<file path="config.mk">
export PLATFORM = sky130hd
export DESIGN_NAME = i2c_bus_timer
export DESIGN_NICKNAME = d
export VERILOG_FILES = /design/src/rtl/i2ct_pkg.sv /design/src/rtl/i2ct_sync.sv /design/src/rtl/i2ct_cfg.sv /design/src/rtl/i2ct_seq.sv /design/src/rtl/i2c_bus_timer.sv
export SDC_FILE = /design/constraint.sdc
export NUM_CORES = 1
export LEC_CHECK = 0
export ABC_CLOCK_PERIOD_IN_PS = 4400
export BUFFER_PORTS_ARGS = -buffer_cell sky130_fd_sc_hd__buf_2
export CORE_MARGIN = 2
export CORE_UTILIZATION = 40
export CTS_CLUSTER_DIAMETER = 80
export DETAILED_ROUTE_END_ITERATION = 8
export PLACE_DENSITY_LB_ADDON = 0.08
export SETUP_SLACK_MARGIN = 0.4
export SLEW_MARGIN = 20
export SYNTH_ARGS = -nofsm -noshare
export SYNTH_HDL_FRONTEND = slang
export SYNTH_SLANG_ARGS = --single-unit
</file>
<file path="constraint.sdc">
create_clock -name clk -period 4.4 [get_ports clk]
set_input_delay 0.66 -clock clk [delete_from_list [all_inputs] [get_ports clk]]
set_output_delay 0.66 -clock clk [all_outputs]
set_load 0.005 [all_outputs]
</file>
<file path="src/rtl/i2ct_pkg.sv">
package i2ct_pkg;
  localparam int CNT_W = 16;

  typedef enum logic [2:0] {
    CMD_NONE   = 3'd0,
    CMD_START  = 3'd1,
    CMD_RSTART = 3'd2,
    CMD_WRITE  = 3'd3,
    CMD_READ   = 3'd4,
    CMD_STOP   = 3'd5
  } cmd_e;

  typedef enum logic [2:0] {
    ST_IDLE, ST_HOLD, ST_LOW, ST_RISE, ST_SETUP, ST_STAHD, ST_HIGH, ST_FREE
  } st_e;

  typedef struct packed {
    logic [CNT_W-1:0] hi;
    logic [CNT_W-1:0] lo;
    logic [CNT_W-1:0] hold;
  } timing_t;
endpackage

</file>
<file path="src/rtl/i2ct_sync.sv">
module i2ct_sync #(
  parameter int STAGES = 2
) (
  input  logic clk,
  input  logic rst,
  input  logic d,
  output logic q
);
  logic [STAGES-1:0] sr;

  for (genvar i = 0; i < STAGES; i++) begin : g_stage
    if (i == 0) begin : g_first
      always_ff @(posedge clk) begin
        if (rst) sr[i] <= 1'b1;
        else     sr[i] <= d;
      end
    end else begin : g_next
      always_ff @(posedge clk) begin
        if (rst) sr[i] <= 1'b1;
        else     sr[i] <= sr[i-1];
      end
    end
  end

  assign q = sr[STAGES-1];
endmodule

</file>
<file path="src/rtl/i2ct_cfg.sv">
module i2ct_cfg
  import i2ct_pkg::*;
#(
  parameter int STD_HI_MIN  = 428,
  parameter int STD_LO_MIN  = 464,
  parameter int FST_HI_MIN  = 75,
  parameter int FST_LO_MIN  = 163,
  parameter int HOLD_STD_MAX = 240,
  parameter int HOLD_FST_MAX = 60,
  parameter int SEL_W = 3
) (
  input  logic             clk,
  input  logic             rst,
  input  logic             we,
  input  logic [SEL_W-1:0] sel,
  input  logic [CNT_W-1:0] wdata,
  output timing_t          tm,
  output logic             fast
);
  localparam logic [CNT_W-1:0] SH = CNT_W'(STD_HI_MIN);
  localparam logic [CNT_W-1:0] SL = CNT_W'(STD_LO_MIN);
  localparam logic [CNT_W-1:0] FH = CNT_W'(FST_HI_MIN);
  localparam logic [CNT_W-1:0] FL = CNT_W'(FST_LO_MIN);
  localparam logic [CNT_W-1:0] HS = CNT_W'(HOLD_STD_MAX);
  localparam logic [CNT_W-1:0] HF = CNT_W'(HOLD_FST_MAX);

  logic [CNT_W-1:0] std_hi, std_lo, fst_hi, fst_lo, hold_r, hold_cap;

  function automatic logic [CNT_W-1:0] floor_at(input logic [CNT_W-1:0] v,
                                                input logic [CNT_W-1:0] m);
    return (v < m) ? m : v;
  endfunction

  always_ff @(posedge clk) begin
    if (rst) begin
      std_hi <= SH;
      std_lo <= SL;
      fst_hi <= FH;
      fst_lo <= FL;
      hold_r <= '0;
      fast   <= 1'b0;
    end else if (we) begin
      case (sel)
        SEL_W'(0): std_hi <= floor_at(wdata, SH);
        SEL_W'(1): std_lo <= floor_at(wdata, SL);
        SEL_W'(2): fst_hi <= floor_at(wdata, FH);
        SEL_W'(3): fst_lo <= floor_at(wdata, FL);
        SEL_W'(4): hold_r <= wdata;
        SEL_W'(5): fast   <= wdata[0];
        default: ;
      endcase
    end
  end

  // hold is capped per mode at use, so a mode change re-applies the cap
  always_comb begin
    hold_cap = fast ? HF : HS;
    tm.hi    = fast ? fst_hi : std_hi;
    tm.lo    = fast ? fst_lo : std_lo;
    tm.hold  = (hold_r > hold_cap) ? hold_cap : hold_r;
  end
endmodule

</file>
<file path="src/rtl/i2ct_seq.sv">
module i2ct_seq
  import i2ct_pkg::*;
(
  input  logic       clk,
  input  logic       rst,
  input  logic       cmd_valid,
  input  logic [2:0] cmd_code,
  input  logic       cmd_wbit,
  input  timing_t    tm,
  input  logic       scl_s,
  input  logic       sda_s,
  output logic       scl_oe,
  output logic       sda_oe,
  output logic       busy,
  output logic       rd_bit,
  output logic       rd_valid
);
  st_e              st;
  cmd_e             cmd_q;
  logic             wbit_q, samp;
  timing_t          tm_q;
  logic [CNT_W-1:0] cnt;
  logic             code_ok, cnt_done, is_start;

  assign code_ok  = (cmd_code >= 3'(CMD_START)) && (cmd_code <= 3'(CMD_STOP));
  assign cnt_done = (cnt == '0);
  assign is_start = (cmd_q == CMD_START) || (cmd_q == CMD_RSTART);

  always_ff @(posedge clk) begin
    if (rst) begin
      st       <= ST_IDLE;
      cmd_q    <= CMD_NONE;
      wbit_q   <= 1'b0;
      tm_q     <= '0;
      cnt      <= '0;
      samp     <= 1'b0;
      scl_oe   <= 1'b0;
      sda_oe   <= 1'b0;
      busy     <= 1'b0;
      rd_bit   <= 1'b0;
      rd_valid <= 1'b0;
    end else begin
      rd_valid <= 1'b0;
      case (st)
        ST_IDLE: if (cmd_valid && code_ok) begin
          busy   <= 1'b1;
          cmd_q  <= cmd_e'(cmd_code);
          wbit_q <= cmd_wbit;
          tm_q   <= tm;
          cnt    <= tm.hold;
          st     <= (cmd_code == 3'(CMD_START)) ? ST_RISE : ST_HOLD;
        end
        ST_HOLD: if (cnt_done) begin
          case (cmd_q)
            CMD_WRITE: sda_oe <= ~wbit_q;
            CMD_STOP:  sda_oe <= 1'b1;
            default:   sda_oe <= 1'b0;
          endcase
          // low phase totals tm_q.lo cycles from the previous SCL fall
          cnt <= tm_q.lo - tm_q.hold - CNT_W'(3);
          st  <= ST_LOW;
        end else cnt <= cnt - 1'b1;
        ST_LOW: if (cnt_done) begin
          scl_oe <= 1'b0;
          st     <= ST_RISE;
        end else cnt <= cnt - 1'b1;
        ST_RISE: if (scl_s) begin
          cnt <= is_start ? tm_q.lo - 1'b1 : tm_q.hi - 1'b1;
          st  <= is_start ? ST_SETUP : ST_HIGH;
        end
        ST_SETUP: if (cnt_done) begin
          sda_oe <= 1'b1;
          cnt    <= tm_q.hi - 1'b1;
          st     <= ST_STAHD;
        end else cnt <= cnt - 1'b1;
        ST_STAHD: if (cnt_done) begin
          scl_oe <= 1'b1;
          busy   <= 1'b0;
          st     <= ST_IDLE;
        end else cnt <= cnt - 1'b1;
        ST_HIGH: begin
          if (cmd_q == CMD_READ && cnt == (tm_q.hi >> 1)) samp <= sda_s;
          if (cnt_done) begin
            if (cmd_q == CMD_STOP) begin
              sda_oe <= 1'b0;
              cnt    <= tm_q.lo - 1'b1;
              st     <= ST_FREE;
            end else begin
              scl_oe <= 1'b1;
              busy   <= 1'b0;
              st     <= ST_IDLE;
              if (cmd_q == CMD_READ) begin
                rd_bit   <= samp;
                rd_valid <= 1'b1;
              end
            end
          end else cnt <= cnt - 1'b1;
        end
        ST_FREE: if (cnt_done) begin
          busy <= 1'b0;
          st   <= ST_IDLE;
        end else cnt <= cnt - 1'b1;
        default: st <= ST_IDLE;
      endcase
    end
  end
endmodule

</file>
<file path="src/rtl/i2c_bus_timer.sv">
module i2c_bus_timer
  import i2ct_pkg::*;
#(
  parameter int SYNC_STAGES  = 2,
  parameter int STD_HI_MIN   = 428,
  parameter int STD_LO_MIN   = 464,
  parameter int FST_HI_MIN   = 75,
  parameter int FST_LO_MIN   = 163,
  parameter int HOLD_STD_MAX = 240,
  parameter int HOLD_FST_MAX = 60,
  parameter int SEL_W        = 3
) (
  input  logic             clk,
  input  logic             rst,
  input  logic             cfg_we,
  input  logic [SEL_W-1:0] cfg_sel,
  input  logic [CNT_W-1:0] cfg_wdata,
  input  logic             cmd_valid,
  input  logic [2:0]       cmd_code,
  input  logic             cmd_wbit,
  input  logic             scl_in,
  input  logic             sda_in,
  output logic             scl_oe,
  output logic             sda_oe,
  output logic             busy,
  output logic             rd_bit,
  output logic             rd_valid
);
  timing_t tm;
  logic    fast_sel, scl_s, sda_s;

  i2ct_sync #(.STAGES(SYNC_STAGES)) u_scl_sync (
    .clk(clk), .rst(rst), .d(scl_in), .q(scl_s));
  i2ct_sync #(.STAGES(SYNC_STAGES)) u_sda_sync (
    .clk(clk), .rst(rst), .d(sda_in), .q(sda_s));

  i2ct_cfg #(
    .STD_HI_MIN(STD_HI_MIN), .STD_LO_MIN(STD_LO_MIN),
    .FST_HI_MIN(FST_HI_MIN), .FST_LO_MIN(FST_LO_MIN),
    .HOLD_STD_MAX(HOLD_STD_MAX), .HOLD_FST_MAX(HOLD_FST_MAX),
    .SEL_W(SEL_W)
  ) u_cfg (
    .clk(clk), .rst(rst), .we(cfg_we), .sel(cfg_sel), .wdata(cfg_wdata),
    .tm(tm), .fast(fast_sel));

  i2ct_seq u_seq (
    .clk(clk), .rst(rst), .cmd_valid(cmd_valid), .cmd_code(cmd_code),
    .cmd_wbit(cmd_wbit), .tm(tm), .scl_s(scl_s), .sda_s(sda_s),
    .scl_oe(scl_oe), .sda_oe(sda_oe), .busy(busy), .rd_bit(rd_bit),
    .rd_valid(rd_valid));
endmodule

</file>
==> metrics list <==
- # clock sinks: 162
- Count of cells along the worst hold path: 2
- VDD sags by at most about 0.27 mV.
- In this run the remaining antenna-violating nets after routing total 0.
* Detailed-route DRC error count: 0
- After the first detailed-routing iteration, the DRC count stood at 606.
- Gates resized during post-CTS repair numbered 0.
- Bufs and invs on worst path: 2
- Die width: 156 um
- Wire length of the first global-routing pass: approximately 45 mm
- Routability-driven placement finished with a final weighted congestion of 0.922.
* Most common cell after layout, fill and taps aside: nand2_1
* Total number of placement rows: 55
- Data on the critical path is required at its endpoint by between 4 and 5 ns.
- Clock-pin slew was measured on the worst setup and hold paths at 0.08 ns.
- The number of failing hold endpoints at the final stage came to 0.
- At the later pin of the worst-skew pair, clock insertion delay measures approximately 0.44 ns.
* Core area: between 20000 and 25000 um2
- Critical-path cell with the highest stage delay: or4_1
- In this run the post-CTS setup repair buffer count came out at 0.
* Category of the most critical setup path: register to register
* Maximum fanout along the worst path: 4
- Skew final: about 0.020 ns
- Crit path arrival time: 3.57 ns
- Power density over the cells: 623 nW/um2
- Cell family with the largest share of critical-path delay: compound AO/OA/AOI/OAI gates
- The worst register-to-register path begins at u_seq.tm_q[17].
- Avg Cell Area, Syn: ~7.8 um2
- CTS tree: done
* Number of different library cells in the post-synthesis netlist: 67
* Multiplexer share of the synthesized area: 4.65%
- The worst hold path begins at sda_in.
- Placed wire-length estimate: 20.4 mm
- For this run, the total global-route usage over all layers was measured as between 20% and 30%.
- Max Root-Sink Buffers: 2
- Traced cell by cell, the critical path runs through inv_1, ha_1, inv_1, ha_1, fa_1, a211oi_1, o21bai_1, mux2i_1, a21oi_1, a2bb2oi_1, or4_1, a32o_1.
- FF-to-FF End: u_seq.cnt[7]
* XOR/XNOR share of the synthesized area: 5.58%
* Final Instance Area: 10300 um2
- Number of vias per cell: roughly 5.7
- The critical path starts at u_seq.tm_q[17].
* Fraction of the mapped netlist area in adder cells: under 10%
- Pre-CTS setup slack: between 1 and 1.5 ns
- Mapped cell area: 9260 um2
- The flow ran to the end, and the final reports show no timing, DRC or antenna violations.
* Share of synthesized area occupied by flip-flops and latches: between 30% and 40%
- Worst stage delay on the critical path: about 0.54 ns
* Num CTS Buffers: 17
- After synthesis, the share of flip-flops with an asynchronous set or reset is 0%.
- The number of antenna diodes in the final layout is 0.
- Minimum hold slack: 0.407 ns
- After synthesis, the largest family of logic cells by area is simple AND/OR/NAND/NOR gates.
- Synthesis-to-finish area growth: 10.8%
- Path type of the worst min-delay path: primary input to register
* Highest Clock Rate: around 310 MHz
- Shortest period the worst path allows: ~3.3 ns
- Fill count: 2391
- In the final layout, the multi-input gates occupy 5510 um2.
- Routed wire per std cell: 19.0 um
- Post-synthesis net count: 1260
- Synthesis inferred 162 register bits.
- Setup slack of the critical path after layout: approximately 1.1 ns
- Register-to-Register Path Depth: 12
* Pin slew with the least headroom to its limit: 1.16 ns
- Post-route fraction of the period consumed by the critical path: 73.9%
- The net count of the finished layout is between 1000 and 1500.
- Detailed-route via count: 8478
* Worst slew margin relative to its limit: roughly 22%
* Area fraction in and, or, nand and nor cells after synthesis: 22.1%
- Endpoint kind of the worst setup timing path: register
- The initial antenna violation count was 0.
- Area taken by flip-flops and latches: 3240 um2
- Via count of the first global-routing pass: 7798
- Commonest non-fill, non-tap cells in the layout: nand2_1, dfxtp_1, nor2_1, a21oi_1, inv_1
* Root buf cell: clkbuf_16
- The max-slew violation count is 0.
- Total Die Area: 24400 um2
- Register-to-Register Setup Slack: approximately 1.1 ns
- Entering global routing, the biggest net connects 90 pins.
* Number of buffers added on ports: 33
- The pre-antenna-repair detailed-routing pass consisted of 5 iterations.
- Setup repair after global routing missed its margin: false
- Worst min-delay path endpoint: u_sda_sync.sr[0]
- Num ports: 34
* Maximum Capacitance Violations: 0
* Number of synthesis warnings: 0
* H-tree lvl count: 4
- Starting Density: 40.8%
- Setup violations remaining at the end of the flow were counted as 0.
- Startpoint type of the worst setup path: register
- Among all flip-flop cells after synthesis, the most frequent one is dfxtp_1.
* Setup TNS: 0 ns
* Hold_buf cts: 0
* Lkg Pwr: between 3 and 4 nW
* Post-synthesis compound-gate area fraction: a little over a fifth
- EDFF count, synth: 0
* Floorplan die height: 156 um
* Wire length after detailed routing: 28.3 mm
- Cells with a size suffix above 1 make up 8.55% of the layout.
* Count of mapped cells out of synthesis: 1194
- Remaining global-route overflow: 0
* Cell area reported after detailed placement: 9660 um2
-- report_power, final --
part | total, mW | internal, mW | switching (mW)
Combinational | 2.96 | 1.14 | 1.82
Clock | 1.53 | 0.775 | 0.757
Sequential | 1.90 | 1.63 | 0.265
Total | 6.39 | 3.55 | 2.84
-- routing by layer --
layer	wire length, um	GRT usage, %
met1	13600	33.3
met2	12800	37.5
met3	1300	2.97
met4	607	6.64
met5	0	0
-- flip-flops by register name, indices dropped and copies added, names as in the netlist, 3 cells and up --
signal	cells
u_seq.cnt	16
u_cfg.std_lo	16
u_cfg.fst_hi	16
u_seq.st	3
u_cfg.hold_r	16
u_cfg.fst_lo	16
u_seq.tm_q	48
u_cfg.std_hi	16
u_seq.cmd_q	3
-- cells by family after synthesis --
family	Yosys count
AND/OR/NAND/NOR	450
AO/OA/AOI/OAI	307
flip-flops	162
buffers and inverters	136
XOR/XNOR	59
multiplexers	43
adder cells (fa/ha/maj)	37
-- Yosys cell counts (11+ instances only) --
| library cell | count | area share [%] |
|---|---|---|
| nand2_1 | 169 | 6.8 |
| nor3_1 | 34 | 1.8 |
| a211oi_1 | 47 | 3.8 |
| clkbuf_1 | 69 | 2.8 |
| o22ai_1 | 23 | 1.6 |
| o21ai_0 | 30 | 1.6 |
| nand2b_1 | 14 | 0.95 |
| a22oi_1 | 18 | 1.5 |
| xor2_1 | 22 | 2.1 |
| xnor2_1 | 37 | 3.5 |
| ha_1 | 36 | 4.9 |
| dfxtp_1 | 162 | 35 |
| nand3_1 | 23 | 1.2 |
| nor4_1 | 14 | 0.95 |
| inv_1 | 59 | 2.4 |
| a21o_1 | 11 | 0.89 |
| mux2i_1 | 43 | 4.6 |
| nor2_1 | 130 | 5.3 |
| a21oi_1 | 97 | 5.2 |
-- worst max path at each step --
| stage | end | slack (ns) | depth (start not counted) |
|---|---|---|---|
| 2_1_floorplan | u_seq.cnt[3] | 1.45 | 11 |
| 3_3_place_gp | u_seq.cnt[11] | 1.15 | 12 |
| 3_5_place_dp | u_seq.cnt[11] | 1.14 | 12 |
| 4_1_cts | u_seq.cnt[11] | 1.11 | 12 |
| 5_1_grt | u_seq.cnt[11] | 0.93 | 12 |
| 6_report | u_seq.cnt[7] | 1.15 | 12 |
-- worst reg2reg max path, cell delays in order, from the launching register on --
cell,delay (ns)
dfxtp_1,0.37
inv_1,0.07
ha_1,0.27
inv_1,0.04
ha_1,0.23
fa_1,0.43
a211oi_1,0.45
o21bai_1,0.17
mux2i_1,0.16
a21oi_1,0.09
a2bb2oi_1,0.13
or4_1,0.54
a32o_1,0.22
-- stage by stage --
step | util (%) | power (mW) | instances
after detailed placement | 42.5 | 4.84 | 1458
after global routing | 45.2 | 6.79 | 1490
after floorplan | - | 4.01 | 1194
after global placement | 42.5 | 4.86 | 1458
final | 45.2 | 6.39 | 1490
after CTS | 45.2 | 6.40 | 1490
-- layout make-up --
type / count / area share, %
multi-input cells: 896 / 53.6
repair buffers: 53 / 3.10
clock buffers: 17 / 4.14
clock inverters: 15 / 1.77
inverters: 62 / 2.27
well taps: 285 / 3.47
flip-flops and latches: 162 / 31.6
Note: power is estimated with default switching activity, not from simulation.
